<file path="src/rtl/coal_pkg.sv">
package coal_pkg;

    localparam int ADDR_W   = 3;
    localparam int COAL_BIT = 4;

    localparam logic [ADDR_W-1:0] A_CNT_THR  = 3'd0;
    localparam logic [ADDR_W-1:0] A_TIME_THR = 3'd1;
    localparam logic [ADDR_W-1:0] A_USEC     = 3'd2;
    localparam logic [ADDR_W-1:0] A_CAUSE    = 3'd3;
    localparam logic [ADDR_W-1:0] A_MASK     = 3'd4;
    localparam logic [ADDR_W-1:0] A_EFF      = 3'd5;

    typedef enum logic [1:0] {
        ST_OFF    = 2'd0,
        ST_IDLE   = 2'd1,
        ST_TIMING = 2'd2
    } coal_state_e;

    // bit 2n+1 set for each port n
    function automatic logic [31:0] done_bits(int ports);
        logic [31:0] m;
        m = '0;
        for (int n = 0; n < ports; n++) begin
            m[2*n+1] = 1'b1;
        end
        return m;
    endfunction

endpackage

</file>
<file path="src/rtl/coal_regs.sv">
module coal_regs
    import coal_pkg::*;
#(
    parameter int DATA_W     = 32,
    parameter int CNT_W      = 8,
    parameter int TIME_W     = 24,
    parameter int MASK_W     = 8,
    parameter int CLK_PER_US = 150,
    parameter logic [MASK_W-1:0] MASK_VALID = '1
) (
    input  logic              clk,
    input  logic              rst_n,
    input  logic              wr_en,
    input  logic [ADDR_W-1:0] wr_addr,
    input  logic [DATA_W-1:0] wr_data,
    output logic [CNT_W-1:0]  cnt_thr,
    output logic [TIME_W-1:0] time_thr,
    output logic [MASK_W-1:0] mask_q,
    output logic              coal_on
);

    localparam int MULT_W = $clog2(CLK_PER_US + 1);
    localparam int PROD_W = DATA_W + MULT_W;

    logic [PROD_W-1:0] prod;
    logic [TIME_W-1:0] usec_clk;
    logic              too_big;

    assign prod    = PROD_W'(wr_data) * PROD_W'(CLK_PER_US);
    assign too_big = |prod[PROD_W-1:TIME_W];
    assign usec_clk = too_big ? {TIME_W{1'b1}} : prod[TIME_W-1:0];

    always_ff @(posedge clk) begin
        if (!rst_n) begin
            cnt_thr  <= '0;
            time_thr <= '0;
            mask_q   <= '0;
        end else if (wr_en) begin
            case (wr_addr)
                A_CNT_THR:  cnt_thr  <= wr_data[CNT_W-1:0];
                A_TIME_THR: time_thr <= wr_data[TIME_W-1:0];
                A_USEC:     time_thr <= usec_clk;
                A_MASK:     mask_q   <= wr_data[MASK_W-1:0] & MASK_VALID;
                default:    ;
            endcase
        end
    end

    assign coal_on = (|cnt_thr) && (|time_thr);

endmodule

</file>
<file path="src/rtl/coal_engine.sv">
module coal_engine
    import coal_pkg::*;
#(
    parameter int PORTS  = 4,
    parameter int CNT_W  = 8,
    parameter int TIME_W = 24
) (
    input  logic              clk,
    input  logic              rst_n,
    input  logic [PORTS-1:0]  cmpl,
    input  logic [CNT_W-1:0]  cnt_thr,
    input  logic [TIME_W-1:0] time_thr,
    input  logic              coal_on,
    output logic              fire,
    output coal_state_e       st,
    output logic [CNT_W-1:0]  cnt_q,
    output logic [TIME_W-1:0] tmr_q
);

    localparam int INC_W = $clog2(PORTS + 1);
    localparam logic [CNT_W:0] CNT_MAX = {1'b0, {CNT_W{1'b1}}};

    coal_state_e       st_n;
    logic [CNT_W-1:0]  cnt_n;
    logic [TIME_W-1:0] tmr_n;
    logic [INC_W-1:0]  inc;
    logic [CNT_W:0]    sum_w;
    logic [CNT_W-1:0]  sat;
    logic              any_cmpl;
    logic              cnt_hit;
    logic              time_hit;

    always_comb begin
        inc = '0;
        for (int i = 0; i < PORTS; i++) begin
            inc = inc + INC_W'(cmpl[i]);
        end
    end

    assign any_cmpl = |cmpl;
    assign sum_w    = {1'b0, cnt_q} + (CNT_W+1)'(inc);
    assign sat      = (sum_w > CNT_MAX) ? CNT_MAX[CNT_W-1:0] : sum_w[CNT_W-1:0];
    assign cnt_hit  = any_cmpl && (sat >= cnt_thr);
    assign time_hit = (tmr_q >= time_thr);

    // state register
    always_ff @(posedge clk) begin
        if (!rst_n) begin
            st    <= ST_OFF;
            cnt_q <= '0;
            tmr_q <= '0;
        end else begin
            st    <= st_n;
            cnt_q <= cnt_n;
            tmr_q <= tmr_n;
        end
    end

    // outputs
    always_comb begin
        fire = 1'b0;
        unique case (st)
            ST_OFF:    fire = 1'b0;
            ST_IDLE:   fire = coal_on && cnt_hit;
            ST_TIMING: fire = coal_on && (cnt_hit || time_hit);
            default:   fire = 1'b0;
        endcase
    end

    // next state
    always_comb begin
        st_n  = st;
        cnt_n = cnt_q;
        tmr_n = tmr_q;
        unique case (st)
            ST_OFF: begin
                cnt_n = '0;
                tmr_n = '0;
                if (coal_on) begin
                    st_n = ST_IDLE;                 // ENABLE
                end
            end
            ST_IDLE: begin
                if (!coal_on) begin
                    st_n  = ST_OFF;                 // DISABLE
                    cnt_n = '0;
                    tmr_n = '0;
                end else if (fire) begin
                    cnt_n = '0;                     // FIRE
                    tmr_n = '0;
                end else if (any_cmpl) begin
                    st_n  = ST_TIMING;              // ARM
                    cnt_n = sat;
                    tmr_n = TIME_W'(1);
                end
            end
            ST_TIMING: begin
                if (!coal_on) begin
                    st_n  = ST_OFF;                 // DISABLE
                    cnt_n = '0;
                    tmr_n = '0;
                end else if (fire) begin
                    st_n  = ST_IDLE;                // FIRE
                    cnt_n = '0;
                    tmr_n = '0;
                end else begin
                    cnt_n = sat;
                    tmr_n = tmr_q + TIME_W'(1);
                end
            end
            default: begin
                st_n  = ST_OFF;
                cnt_n = '0;
                tmr_n = '0;
            end
        endcase
    end

endmodule

</file>
<file path="src/rtl/coal_irq.sv">
module coal_irq
    import coal_pkg::*;
#(
    parameter int PORTS  = 4,
    parameter int MASK_W = 8,
    parameter logic [MASK_W-1:0] DONE_MASK = '0
) (
    input  logic              clk,
    input  logic              rst_n,
    input  logic              fire,
    input  logic              clr_req,
    input  logic [PORTS-1:0]  port_done,
    input  logic [MASK_W-1:0] mask_q,
    input  logic              coal_on,
    output logic              cause_coal,
    output logic [MASK_W-1:0] cause_vec,
    output logic [MASK_W-1:0] eff_mask,
    output logic              irq
);

    always_ff @(posedge clk) begin
        if (!rst_n) begin
            cause_coal <= 1'b0;
        end else if (fire) begin
            cause_coal <= 1'b1;
        end else if (clr_req) begin
            cause_coal <= 1'b0;
        end
    end

    always_comb begin
        cause_vec = '0;
        for (int n = 0; n < PORTS; n++) begin
            cause_vec[2*n+1] = port_done[n];
        end
        cause_vec[COAL_BIT] = cause_coal;
    end

    always_comb begin
        eff_mask           = mask_q;
        eff_mask[COAL_BIT] = mask_q[COAL_BIT] & coal_on;
        if (eff_mask[COAL_BIT]) begin
            eff_mask = eff_mask & ~DONE_MASK;
        end
    end

    assign irq = |(cause_vec & eff_mask);

endmodule

</file>
<file path="src/rtl/coal_ctrl.sv">
module coal_ctrl
    import coal_pkg::*;
#(
    parameter int PORTS      = 4,
    parameter int DATA_W     = 32,
    parameter int CNT_W      = 8,
    parameter int TIME_W     = 24,
    parameter int CLK_PER_US = 150
) (
    input  logic              clk,
    input  logic              rst_n,
    input  logic              wr_en,
    input  logic [ADDR_W-1:0] wr_addr,
    input  logic [DATA_W-1:0] wr_data,
    input  logic [ADDR_W-1:0] rd_addr,
    output logic [DATA_W-1:0] rd_data,
    input  logic [PORTS-1:0]  cmpl_pulse,
    input  logic [PORTS-1:0]  port_done,
    output logic              irq
);

    localparam int MASK_W = 2 * PORTS;
    localparam logic [MASK_W-1:0] DONE_MASK  = MASK_W'(done_bits(PORTS));
    localparam logic [MASK_W-1:0] MASK_VALID = DONE_MASK | (MASK_W'(1) << COAL_BIT);

    logic [CNT_W-1:0]  cnt_thr;
    logic [TIME_W-1:0] time_thr;
    logic [MASK_W-1:0] mask_q;
    logic              coal_on;
    logic              fire;
    coal_state_e       st;
    logic [CNT_W-1:0]  cnt_q;
    logic [TIME_W-1:0] tmr_q;
    logic              clr_req;
    logic              cause_coal;
    logic [MASK_W-1:0] cause_vec;
    logic [MASK_W-1:0] eff_mask;

    coal_regs #(
        .DATA_W(DATA_W), .CNT_W(CNT_W), .TIME_W(TIME_W),
        .MASK_W(MASK_W), .CLK_PER_US(CLK_PER_US), .MASK_VALID(MASK_VALID)
    ) u_regs (
        .clk(clk), .rst_n(rst_n), .wr_en(wr_en), .wr_addr(wr_addr),
        .wr_data(wr_data), .cnt_thr(cnt_thr), .time_thr(time_thr),
        .mask_q(mask_q), .coal_on(coal_on)
    );

    coal_engine #(
        .PORTS(PORTS), .CNT_W(CNT_W), .TIME_W(TIME_W)
    ) u_engine (
        .clk(clk), .rst_n(rst_n), .cmpl(cmpl_pulse), .cnt_thr(cnt_thr),
        .time_thr(time_thr), .coal_on(coal_on), .fire(fire), .st(st),
        .cnt_q(cnt_q), .tmr_q(tmr_q)
    );

    assign clr_req = wr_en && (wr_addr == A_CAUSE) && !wr_data[COAL_BIT];

    coal_irq #(
        .PORTS(PORTS), .MASK_W(MASK_W), .DONE_MASK(DONE_MASK)
    ) u_irq (
        .clk(clk), .rst_n(rst_n), .fire(fire), .clr_req(clr_req),
        .port_done(port_done), .mask_q(mask_q), .coal_on(coal_on),
        .cause_coal(cause_coal), .cause_vec(cause_vec),
        .eff_mask(eff_mask), .irq(irq)
    );

    always_comb begin
        case (rd_addr)
            A_CNT_THR:  rd_data = DATA_W'(cnt_thr);
            A_TIME_THR: rd_data = DATA_W'(time_thr);
            A_CAUSE:    rd_data = DATA_W'(cause_vec);
            A_MASK:     rd_data = DATA_W'(mask_q);
            A_EFF:      rd_data = DATA_W'(eff_mask);
            default:    rd_data = '0;
        endcase
    end

endmodule

</file>
<file path="config.mk">
export PLATFORM = sky130hd
export DESIGN_NAME = coal_ctrl
export DESIGN_NICKNAME = d
export VERILOG_FILES = /design/src/rtl/coal_pkg.sv /design/src/rtl/coal_regs.sv /design/src/rtl/coal_engine.sv /design/src/rtl/coal_irq.sv /design/src/rtl/coal_ctrl.sv
export SDC_FILE = /design/constraint.sdc
export NUM_CORES = 1
export LEC_CHECK = 0
export ABC_AREA = 1
export BUFFER_PORTS_ARGS = -buffer_cell sky130_fd_sc_hd__buf_2
export CORE_MARGIN = 2
export CORE_UTILIZATION = 45
export CTS_CLUSTER_SIZE = 12
export DETAILED_ROUTE_END_ITERATION = 16
export PLACE_DENSITY = 0.69
export SLEW_MARGIN = 5
export SYNTH_ARGS = -nofsm -noshare
export SYNTH_HDL_FRONTEND = slang
export SYNTH_SLANG_ARGS = --single-unit
</file>
<file path="constraint.sdc">
create_clock -name clk -period 9.07 [get_ports clk]
set_input_delay 0.907 -clock clk [delete_from_list [all_inputs] [get_ports clk]]
set_output_delay 0.907 -clock clk [all_outputs]
set_load 0.1 [all_outputs]
</file>
# --- Word level (Yosys, flattened, before mapping) ---
# Index checks and enable logic that the tools add are counted.
op_classes:
  mul: 1
  n_lt_le_gt_ge: 3
  eq_ne: 15
  n_reduce_logical: 22
  n_bitwise: 2
  mux: 27
  addsub: 5
ops:
  columns: ["operator", "n"]
  rows:
  - ["2-to-1 mux 24 bit", 6]
  - ["case mux 24 bit (5 select lines)", 1]
  - ["case mux 24 bit (2 select lines)", 2]
  - ["2-to-1 mux 8 bit", 7]
  - ["multiplier 32 x 7 -> 39 bit (second input constant)", 1]
  - ["adder 24 x 1 -> 24 bit (second input constant)", 1]
  - [">= comparator 24 bit", 1]
  - ["OR reduction 24 bit", 1]
  - ["case mux 8 bit (2 select lines)", 1]
  - ["OR reduction 16 bit", 1]
  - ["OR reduction 8 bit", 2]
  - ["2-to-1 mux 2 bit", 6]
  - ["adder 8 x 3 -> 9 bit", 1]
  - ["== test 3 x 2 -> 1 bit (second input constant)", 3]
  - ["== test 3 bit (second input constant)", 3]
  - ["> comparator 9 x 8 -> 1 bit (second input constant)", 1]
  - ["!= test 3 bit (second input constant)", 3]
  - ["AND 8 bit", 1]
  - [">= comparator 8 bit", 1]
  - ["adder 3 x 1 -> 3 bit", 2]
  - ["== test 3 x 1 -> 1 bit (second input constant)", 2]
  - ["logical AND 1 bit", 6]
  - ["zero test 3 bit", 2]
  - ["case mux 2 bit (3 select lines)", 1]
  - ["15 further kinds", 19]
word_totals:
  in_bits: 49
  ff_bits: 72
  output_inout_bits: 33

# --- Longest topological paths before layout ---
# Gate-level depths: netlist of the first run.
depth:
  word_depth: 14
  ltp_mapped: 30
  mapped_depth_nobuf: 30

# --- By module ---
# Synthesis of the first run repeated with hierarchy kept, for this count alone.
unflattened:
  hier_cells: 1763
  area_unflattened_um2: 11079.4
by_module_without_submodules:
  columns: ["module", "cells_per_inst", "area_per_inst_um2", "instances"]
  rows:
  - ["coal_regs", 1093, 7048.0, 1]
  - ["coal_engine", 486, 3140.5, 1]
  - ["coal_ctrl", 147, 680.7, 1]
  - ["coal_irq", 37, 210.2, 1]

# --- Worst setup path after synthesis of the first run ---
# No wires, ideal clock.
synth_timing:
  kind: "input to register"
  startpoint: "input cmpl_pulse[0]"
  endpoint: "register u_engine.cnt_q[0]"
  path_slack_ns: 4.343
  stages: 26
  path_buffers: 0
  t_arrival_ns: 4.657
  setup_time_ns: 0.070
  cell_sequence: "inv_1 ha_1 inv_1 fa_1 inv_1 ha_1 fa_1 nand2_1 inv_1 nor2_1 nor2_1 nand2_1 nor2_1 nand2_1 inv_1 or2_2 ha_1 a21oi_1 o21ai_0 nand2_1 o2111ai_1 nand2_1 nand2_1 nor3_1 o21ai_0 a21oi_1"
synth_between:
  elab_chain_cells: 14
synth_lines:
  columns: ["item", "line_no", "rtl"]
  rows:
  - ["start: declaration", "coal_ctrl.sv:17", "input logic [PORTS-1:0] cmpl_pulse,"]
  - ["adder 1 x 1 -> 2 bit", "coal_engine.sv:36", "inc = inc + INC_W'(cmpl[i]);"]
  - ["adder 3 x 1 -> 3 bit (2 in a row)", "coal_engine.sv:36", null]
  - ["adder 8 x 3 -> 9 bit", "coal_engine.sv:41", "assign sum_w = {1'b0, cnt_q} + (CNT_W+1)'(inc);"]
  - ["> comparator 9 x 8 -> 1 bit", "coal_engine.sv:42", "assign sat = (sum_w > CNT_MAX) ? CNT_MAX[CNT_W-1:0] : sum_w[CNT_W-1:0];"]
  - ["2-to-1 mux 8 bit", "coal_engine.sv:42", null]
  - [">= comparator 8 bit", "coal_engine.sv:43", "assign cnt_hit = any_cmpl && (sat >= cnt_thr);"]
  - ["logical AND 1 bit", "coal_engine.sv:43", null]
  - ["logical OR 1 bit", "coal_engine.sv:65", "ST_TIMING: fire = coal_on && (cnt_hit || time_hit);"]
  - ["logical AND 1 bit", "coal_engine.sv:65", null]
  - ["case mux 1 bit (2 select lines)", "coal_engine.sv:62", "unique case (st)"]
  - ["2-to-1 mux 8 bit (on tied branches)", "coal_engine.sv:102, coal_engine.sv:88", null]
  - ["2-to-1 mux 8 bit (on tied branches)", "coal_engine.sv:98, coal_engine.sv:84", null]
  - ["case mux 8 bit (2 select lines)", "coal_engine.sv:75", "unique case (st)"]
  - ["end signal: assignment", "coal_engine.sv:54", "cnt_q <= cnt_n;"]
  - ["end: declaration", "coal_engine.sv:16", "output logic [CNT_W-1:0] cnt_q,"]
# Parallel ways exist; a longest one is shown, timed or not. The select of a mux whose other input is x is not followed.
# A chain may end at the register's enable or synchronous reset.

# --- Worst setup path after layout of the first run ---
layout_timing:
  startpoint: "input cmpl_pulse[0]"
  endpoint: "register u_engine.tmr_q[20]"
layout_between:
  elab_chain_cells: 14
layout_lines:
  columns: ["item", "line_no", "rtl"]
  rows:
  - ["adder 1 x 1 -> 2 bit", "coal_engine.sv:36", null]
  - ["adder 3 x 1 -> 3 bit (2 in a row)", "coal_engine.sv:36", null]
  - ["adder 8 x 3 -> 9 bit", "coal_engine.sv:41", null]
  - ["> comparator 9 x 8 -> 1 bit", "coal_engine.sv:42", null]
  - ["2-to-1 mux 8 bit", "coal_engine.sv:42", null]
  - [">= comparator 8 bit", "coal_engine.sv:43", null]
  - ["logical AND 1 bit", "coal_engine.sv:43", null]
  - ["logical OR 1 bit", "coal_engine.sv:65", null]
  - ["logical AND 1 bit", "coal_engine.sv:65", null]
  - ["case mux 1 bit (2 select lines)", "coal_engine.sv:62", null]
  - ["2-to-1 mux 24 bit (on tied branches)", "coal_engine.sv:102, coal_engine.sv:88", null]
  - ["2-to-1 mux 24 bit (on tied branches)", "coal_engine.sv:98, coal_engine.sv:84", null]
  - ["case mux 24 bit (2 select lines)", "coal_engine.sv:75", null]
  - ["end signal: assignment", "coal_engine.sv:55", "tmr_q <= tmr_n;"]
  - ["end: declaration", "coal_engine.sv:17", "output logic [TIME_W-1:0] tmr_q"]
# Parallel ways exist; a longest one is shown, timed or not.

==> results of run 1 <==
## critical path: cells and delay by family
kind	cells	cell delay, ns
compound gates	3	0.36
fa+ha+maj	5	1.63
simple gates	15	2.63
buf+inv	6	0.37
## sequential cells by signal, indices dropped and copies added (netlist names)
register / flops
u_engine.tmr_q: 24
u_regs.cnt_thr: 8
u_regs.time_thr: 24
u_regs.mask_q: 5
u_irq.cause_coal: 1
u_engine.st: 2
u_engine.cnt_q: 8
## per-stage QoR
step / util (%) / total power (uW) / instance area, um2 / hold WS [ns]
floorplan: - / 1390 / 10600 / 0.445
global placement: 48.2 / 1710 / 11200 / 0.456
detailed placement: 48.2 / 1730 / 11200 / 0.460
CTS: 49.5 / 2100 / 11500 / 0.469
global route: 49.5 / 2320 / 11500 / 0.487
finish: 49.5 / 2100 / 11500 / 0.467
## report_power, final
part | internal, uW | switching, uW | total, uW
registers | 329 | 10.5 | 340
logic | 463 | 932 | 1400
clock network | 216 | 149 | 364
## placed cells by master (no fill, tap or decap), types with 4 or more instances in the layout
cell type | synthesis | layout
nand4_1 | 21 | 21
nand2_1 | 393 | 393
xor2_1 | 28 | 28
o21bai_1 | 4 | 4
nor2_2 | 4 | 4
o21ai_0 | 42 | 42
nor3_1 | 16 | 14
buf_4 | 10 | 4
nand3_1 | 84 | 84
clkinv_4 | 0 | 4
ha_1 | 152 | 152
inv_1 | 364 | 364
o22ai_1 | 4 | 4
nor4_1 | 9 | 9
dfxtp_1 | 72 | 72
nor2_1 | 236 | 236
o21a_1 | 20 | 20
clkbuf_16 | 0 | 9
nand3b_1 | 6 | 6
fa_1 | 57 | 57
conb_1 | 1 | 8
a21oi_1 | 99 | 99
buf_2 | 5 | 73
## cell families (layout without fill, tap and decap cells)
| family | Yosys count | count (layout) | share of synthesized area (%) |
|---|---|---|---|
| buf+inv | 403 | 462 | 14.9 |
| fa+ha+maj | 209 | 209 | 28.8 |
| compound gates | 182 | 182 | 9.54 |
| other cells | 1 | 8 | 0.0355 |
| simple gates | 782 | 782 | 30.5 |
| flops | 72 | 72 | 13.7 |
| xor+xnor | 31 | 31 | 2.57 |
## per-layer routing
metal | GRT usage [%] | vias to the layer above | share of wire [%] | routed length [um]
li1 | - | 5306 | - | -
met1 | 30.2 | 4647 | 47 | 12800
met2 | 40.0 | 227 | 48 | 13000
met3 | 2.29 | 37 | 3.6 | 988
met4 | 4.81 | 0 | 1.9 | 506
met5 | 0 | - | 0 | 0
## final timing paths
check,from,endpoint,depth (start not counted)
worst max-delay path,cmpl_pulse[0],u_engine.tmr_q[20],29
worst min-delay path,u_regs.time_thr[23],u_regs.time_thr[23],2
worst max register to register,u_engine.cnt_q[0],u_engine.tmr_q[20],23
worst min register to register,u_regs.time_thr[23],u_regs.time_thr[23],2
## layout make-up
type | instances | area, um2
flip-flops and latches | 72 | 1440
well taps | 319 | 399
clock buffers | 9 | 225
multi-input cells | 1212 | 7580
repair buffers | 77 | 395
clock inverters | 7 | 81.3
inverters | 369 | 1390
fillers | 2443 | 11800
==> run summary, run 1 <==
initial antenna violation count: 0
CP Class: input port to flip-flop
static leakage: 0.00605 uW
slowest CP cell: nand4_1
Distinct cells, synth: 43
Final Hold Violating Endpoints: 0
ys async rst share: 0%
GR Overflow Total: 0
htree depth: 3
initial core utilization: 45.4%
final worst setup slack: 3.47 ns
relative slew slack: 24.4%
CP startpoint kind: input port
area grow syn2layout: 9.01%
drt first pass iters: 7
min Tclk post-route: 5.60 ns
final worst clock skew: 0.00538 ns
ANT nets after route: 0
EDFF count, synth: 0
Mapped Avg Cell Area: 6.28 um2
outcome: complete, no violations
Rows: 56
synth warn: 0
clk buf depth: 2
fmax: 179 MHz
Root Driver: clkbuf_16
RSZ-0062 raised after global routing: false
Peak supply drop: 0.106 mV
final net count: 1999
Setup Fix Bufs, Post-CTS: 0
drt total wl: 27300 um
Worst-path clk slew: 0.06 ns
Max-Cap Viols: 0
Post-synth top cells: 393 x nand2_1, 364 x inv_1, 236 x nor2_1, 152 x ha_1, 99 x a21oi_1
top cell type's share of synthesized area: 18.0%
Setup violations, final: 0
ranking of synthesized cells by area: ha_1 18%, nand2_1 14%, dfxtp_1 14%
clk sinks: 72
vias per std cell: 4.95
Worst setup EP type: flip-flop
largest net degree at the start of global routing: 40
placed instance count: 2049
Synth area leader: ha_1
fin cells: 2065
cell area after synthesis: 0.0106 mm2
layout cells sized above 1: 6.30%
period utilisation layout: 61.8%
Reg2Reg Setup Slack: 4.68 ns
HPWL Detailed: 22900 um
DRC violations left: 0
Post-CTS Hold Buffers: 0
violation count after the first detailed-route iteration: 676
PortBufs: 73
Die H: 157 um
Ports: 82
pre-CTS WS: 3.17 ns
number of synthesized register bits: 72
max-slew violations: 0
critical path fanouts, max: 23
Worst Path Required: 9.35 ns
first-pass GRT wire length: 45500 um
Die Width: 157 um
die area: 0.0247 mm2
critical path data arrival time: 5.88 ns
Skew-Pair Late Insertion Delay: 0.34 ns
TritonCTS clock tree: built
vias in the first global route: 9502
total inserted antenna cells: 0
cell with the most instances after synthesis: nand2_1
Syn Inst Count: 1680
Critical Path Max Stage Delay: 0.89 ns
Inserted Clock Buffers: 9
Hold/Removal Path Class: flip-flop to flip-flop
power per cell area: 182 mW/mm2
cts repair resizes: 0
drt wl/cell: 13.2 um
main flop type after synthesis: dfxtp_1
GRT Total Usage: 22.8%
sequential element share of the synthesized area: 13.7%
via count: 10200
core box area: 0.0233 mm2
Worst Tran Pin Value: 1.13 ns
RD Place Congestion: 0.932
Setup TNS: 0 ns
CP dominant cell by count: nand2_1
(Power assumes the default switching activity.)
==> run 2, diff against run 1 <==
ABC_AREA = 0   (was 1)
PLACE_DENSITY = 0.71   (was 0.69)
clock period = 5.1 ns   (was 9.07 ns; I/O delays follow)
==> run summary, run 2 <==
R2R cell count: 16
final worst setup slack: 0.221 ns
min Tclk post-route: 4.88 ns
Worst Path Required: 5.31 ns
HPWL Detailed: 20600 um
synth warn: 0
Syn Inst Count: 1272
Skew-Pair Late Insertion Delay: 0.34 ns
RSZ-0062 raised after global routing: false
Ports: 82
sequential element share of the synthesized area: 14.5%
main flop type after synthesis: dfxtp_1
vias in the first global route: 8858
Worst-path clk slew: 0.06 ns
Hold/Removal Path Class: flip-flop to flip-flop
top cell type's share of synthesized area: 19.1%
max-slew violations: 0
RD Place Congestion: 0.915
Synth area leader: ha_1
fmax: 205 MHz
layout cells sized above 1: 14.8%
most frequent cells in the layout: 210 x inv_1, 152 x ha_1, 100 x nand2_1, 95 x a21oi_1, 75 x nor2_1
placed instance count: 1653
Inserted Clock Buffers: 9
final worst clock skew: 0.00539 ns
fin cells: 1669
Worst Tran Pin Value: 1.05 ns
Setup violations, final: 0
initial antenna violation count: 0
ys async rst share: 0%
most common cell after layout, fill and taps aside: inv_1
relative slew slack: 29.7%
PortBufs: 73
violation count after the first detailed-route iteration: 630
cts repair resizes: 0
filler cell count: 2134
Rows: 54
Worst setup EP type: flip-flop
CP Class: input port to flip-flop
Peak supply drop: 0.185 mV
Reg2Reg Setup Slack: 1.19 ns
Post-synth top cells: 210 x inv_1, 152 x ha_1, 100 x nand2_1, 97 x a21oi_1, 75 x nor2_1
drt total wl: 25200 um
final net count: 1642
TritonCTS clock tree: built
Max-Cap Viols: 0
RR Startpoint: u_engine.cnt_q[0]
Die H: 153 um
initial core utilization: 45.7%
first-pass GRT wire length: 42400 um
Final Hold Violating Endpoints: 0
clk buf depth: 2
EDFF count, synth: 0
core box area: 0.0218 mm2
GRT Total Usage: 21.6%
CP startpoint kind: input port
vias per std cell: 5.51
GR Overflow Total: 0
cell area after synthesis: 0.00994 mm2
DRC violations left: 0
ANT nets after route: 0
drt first pass iters: 5
power per cell area: 368 mW/mm2
die area: 0.0233 mm2
static leakage: 0.00534 uW
ranking of synthesized cells by area: ha_1 19%, dfxtp_1 15%, fa_1 11%
number of synthesized register bits: 72
drt wl/cell: 15.1 um
clk sinks: 72
Post-CTS Hold Buffers: 0
htree depth: 3
RR Endpoint: u_engine.tmr_q[0]
outcome: complete, no violations
Setup Fix Bufs, Post-CTS: 0
largest net degree at the start of global routing: 36
cell with the most instances after synthesis: inv_1
critical path data arrival time: 5.09 ns
pre-CTS WS: -0.0887 ns
Worst setup startpoint: wr_data[14]
largest registers: u_engine.tmr_q x24, u_regs.time_thr x24
Mapped Avg Cell Area: 7.81 um2
via count: 9197
period utilisation layout: 95.7%
Die Width: 153 um
Final Util: 52.2%
Root Driver: clkbuf_16
area grow syn2layout: 14.2%
total inserted antenna cells: 0
Distinct cells, synth: 80
Worst Setup EP: u_regs.time_thr[3]
critical path fanouts, max: 24
run 2: cell count changes after synthesis, sizes merged, moves of 11 or more:
cell / before / now
a211oi: 0 / 13
a21o: 0 / 23
and2: 3 / 24
and3: 0 / 13
inv: 367 / 210
mux2i: 0 / 17
nand2: 394 / 100
nand3: 85 / 45
nor2: 241 / 75
o211ai: 0 / 20
o21ai: 45 / 88
xnor2: 3 / 18
xor2: 28 / 17
run 2: layout make-up:
type	instances	area [um2]	area share [%]
tap	280	350	3.09
clock buffer	10	229	2.02
sequential	72	1440	12.7
inverter	211	792	6.98
clock inverter	6	92.6	0.816
timing repair buffer	143	916	8.07
multi-input combinational	947	7530	66.3
run 2: through the flow:
| stage | cell area (um2) | hold slack [ns] | setup TNS, ns | power, uW |
|---|---|---|---|---|
| floorplan | 9970 | 0.436 | 0 | 2560 |
| global placement | 11000 | 0.445 | 0 | 3390 |
| global route | 11400 | 0.478 | 0 | 4510 |
| CTS | 11300 | 0.459 | 0 | 4130 |
| finish | 11400 | 0.457 | 0 | 4170 |
| detailed placement | 11000 | 0.453 | -1.13 | 3430 |
run 2: cell families (layout without fill, tap and decap cells):
group | count (synthesis) | in the layout | synth area share (%)
simple gates | 365 | 365 | 18.8
compound gates | 311 | 311 | 20.6
buf+inv | 260 | 370 | 10.4
fa+ha+maj | 209 | 209 | 30.6
flops | 72 | 72 | 14.5
xor+xnor | 35 | 35 | 3.08
mux | 19 | 19 | 1.94
other cells | 1 | 8 | 0.0377
run 2: per-layer routing:
layer	up-vias	global-route usage (%)	wire (um)
met5	-	0	0
met4	0	4.76	415
met3	35	2.10	1100
met2	219	35.3	11500
met1	4322	31.1	12200
li1	4621	-	-
run 2: worst max-delay path: stages:
cell and delay [ns]:
buf_2 0.23, ha_1 0.29, ha_1 0.27, inv_1 0.06
fa_1 0.53, inv_1 0.05, fa_1 0.43, ha_1 0.36
a21oi_1 0.24, o21ai_0 0.21, a221oi_2 0.41, nor3b_1 0.24
a211oi_1 0.11, a211oi_1 0.26, nand4_1 0.18, nor4_4 0.34
buf_12 0.24, o211ai_1 0.12
run 2: how the worst min path moves through the flow:
stage	startpoint	endpoint	slack [ns]	depth (start not counted)
4_1_cts	u_engine.cnt_q[0]	u_engine.cnt_q[0]	0.46	2
6_report	u_engine.cnt_q[2]	u_engine.cnt_q[2]	0.46	2
5_1_grt	rst_n	u_engine.st[0]	0.48	3
3_5_place_dp	u_engine.cnt_q[0]	u_engine.cnt_q[0]	0.45	2
3_3_place_gp	u_engine.cnt_q[0]	u_engine.cnt_q[0]	0.44	2
2_1_floorplan	u_engine.cnt_q[0]	u_engine.cnt_q[0]	0.44	2
run 2: report_power, final:
group | internal (uW) | switching, uW
sequential | 594 | 43.1
combinational | 1180 | 1680
clock | 431 | 252
total | 2200 | 1970
==> run 3, diff against run 2 <==
CTS_BUF_LIST = sky130_fd_sc_hd__clkbuf_8   (was unset)
==> run summary, run 3 (synthesized netlist as in run 2, its figures left out) <==
outcome: complete, no violations
drt total wl: 24900 um
Setup Fix Bufs, Post-CTS: 0
critical path data arrival time: 5.10 ns
Skew-Pair Late Insertion Delay: 0.36 ns
post-route cell area: 0.0112 mm2
clk sinks: 72
initial antenna violation count: 0
Post-DP Area: 0.0110 mm2
Die H: 153 um
largest net degree at the start of global routing: 36
most frequent cells in the layout: 211 x inv_1, 152 x ha_1, 100 x nand2_1, 96 x a21oi_1, 75 x nor2_1
drt first pass iters: 6
vias in the first global route: 8826
fin cells: 1669
CP startpoint kind: input port
Root Driver: clkbuf_8
pre-CTS WS: -0.0887 ns
clock share of power: 12.8%
layout cells sized above 1: 14.5%
register area: 0.00144 mm2
GRT Total Usage: 21.4%
final worst setup slack: 0.240 ns
htree depth: 3
total inserted antenna cells: 0
footprint of the multi-input gates: 0.00752 mm2
Worst Tran Pin Value: 1.05 ns
static leakage: 0.00529 uW
HPWL Detailed: 20600 um
ANT nets after route: 0
Pint: 2040 uW
PortBufs: 73
vias per std cell: 5.50
Inserted Clock Buffers: 9
CP dominant cell by count: ha_1
final worst clock skew: 0.0106 ns
Tot Pwr: 3980 uW
Critical Path Max Stage Delay: 0.53 ns
Final Hold Violating Endpoints: 0
Setup violations, final: 0
area grow syn2layout: 13.0%
violation count after the first detailed-route iteration: 615
CP Class: input port to flip-flop
final net count: 1642
min Tclk post-route: 4.86 ns
RD Place Congestion: 0.915
Peak supply drop: 0.171 mV
via count: 9183
critical path fanouts, max: 24
power per cell area: 354 mW/mm2
relative slew slack: 29.5%
GR Overflow Total: 0
die area: 0.0233 mm2
initial core utilization: 45.7%
fmax: 206 MHz
Worst Path Required: 5.34 ns
DRC violations left: 0
drt wl/cell: 14.9 um
Worst setup EP type: flip-flop
first-pass GRT wire length: 42100 um
core box area: 0.0218 mm2
Final Util: 51.6%
Comb power frac: 71.2%
Hold/Removal Path Class: input port to flip-flop
switching fraction of total power: 48.8%
Die Width: 153 um
TritonCTS clock tree: built
Max-Cap Viols: 0
Ports: 82
slowest CP cell: fa_1
worst path cell trace: buf_2, ha_1, ha_1, inv_1, fa_1, inv_1, fa_1, ha_1, a21oi_1, o21ai_1, a22oi_1, a211oi_1, or4b_1, a211oi_1, nand4_1, nor4_4, buf_12, o211ai_1
Worst-path clk slew: 0.08 ns
CP top delay family: adder cells
max-slew violations: 0
placed instance count: 1653
largest registers: u_engine.tmr_q x24, u_regs.time_thr x24
clk buf depth: 2
most common cell after layout, fill and taps aside: inv_1
Seq pwr share: 16.0%
switching pwr: 1940 uW
period utilisation layout: 95.3%
Rows: 54
filler cell count: 2141
WP buf/inv: 4
==> run 3: cell count changes in the layout (fill, tap and decap cells not counted), sizes merged <==
| cell | change |
|---|---|
| clkbuf | -1 |
| inv | +1 |
==> run 3: stage by stage <==
step | TNS, ns | hold slack (ns)
3_5_place_dp | -1.13 | 0.453
2_1_floorplan | 0 | 0.436
3_3_place_gp | 0 | 0.445
4_1_cts | 0 | 0.431
6_report | 0 | 0.448
5_1_grt | -0.00210 | 0.442
==> run 3: layer usage <==
layer  part of all wire (%)  GRT usage (%)
met1                     49           30.9
met2                     45           34.4
met3                    4.9           2.47
met4                    1.6           4.41
met5                      0              0
==> run 3: power by group through the flow <==
stage	Sequential, uW	Combinational, uW	Clock [uW]
after floorplan	627	1930	0
final	635	2830	509
after detailed placement	647	2790	0
after global routing	639	3150	539
after CTS	634	2800	517
after global placement	647	2750	0
==> run 3: path summary, 6_finish.rpt <==
path	start	end	slack (ns)	cells after the start
worst max-delay path	wr_data[7]	u_regs.time_thr[3]	0.24	18
worst max register to register	u_engine.cnt_q[0]	u_engine.tmr_q[0]	1.25	16
worst min-delay path	rst_n	u_engine.st[1]	0.45	3
worst min register to register	u_engine.cnt_q[2]	u_engine.cnt_q[2]	0.46	2
==> run 3: repair_timing <==
item,CTS,global route
resized for setup,0,1
setup endpoints to repair,0,24
hold buffers,0,0
==> run 3: final cells by class <==
class,instances,area share [%]
Clock inverter,7,0.857
Sequential cell,72,12.8
Timing Repair Buffer,143,8.15
Clock buffer,9,1.10
Inverter,211,7.05
Tap cell,280,3.12
Multi-Input combinational cell,947,66.9
==> run 3: worst register-to-register path: stages (launching register included) <==
cell and delay (ns):
dfxtp_1 0.32, ha_1 0.22, fa_1 0.40, a21oi_1 0.22, nor2_1 0.11, and3_1 0.20
nor2_1 0.15, ha_1 0.25, nand2b_1 0.14, a21o_1 0.17, a21oi_1 0.14, nor2b_1 0.06
o2111ai_1 0.20, a21oi_1 0.12, nor3_1 0.42, or3b_2 0.50, a21oi_1 0.16
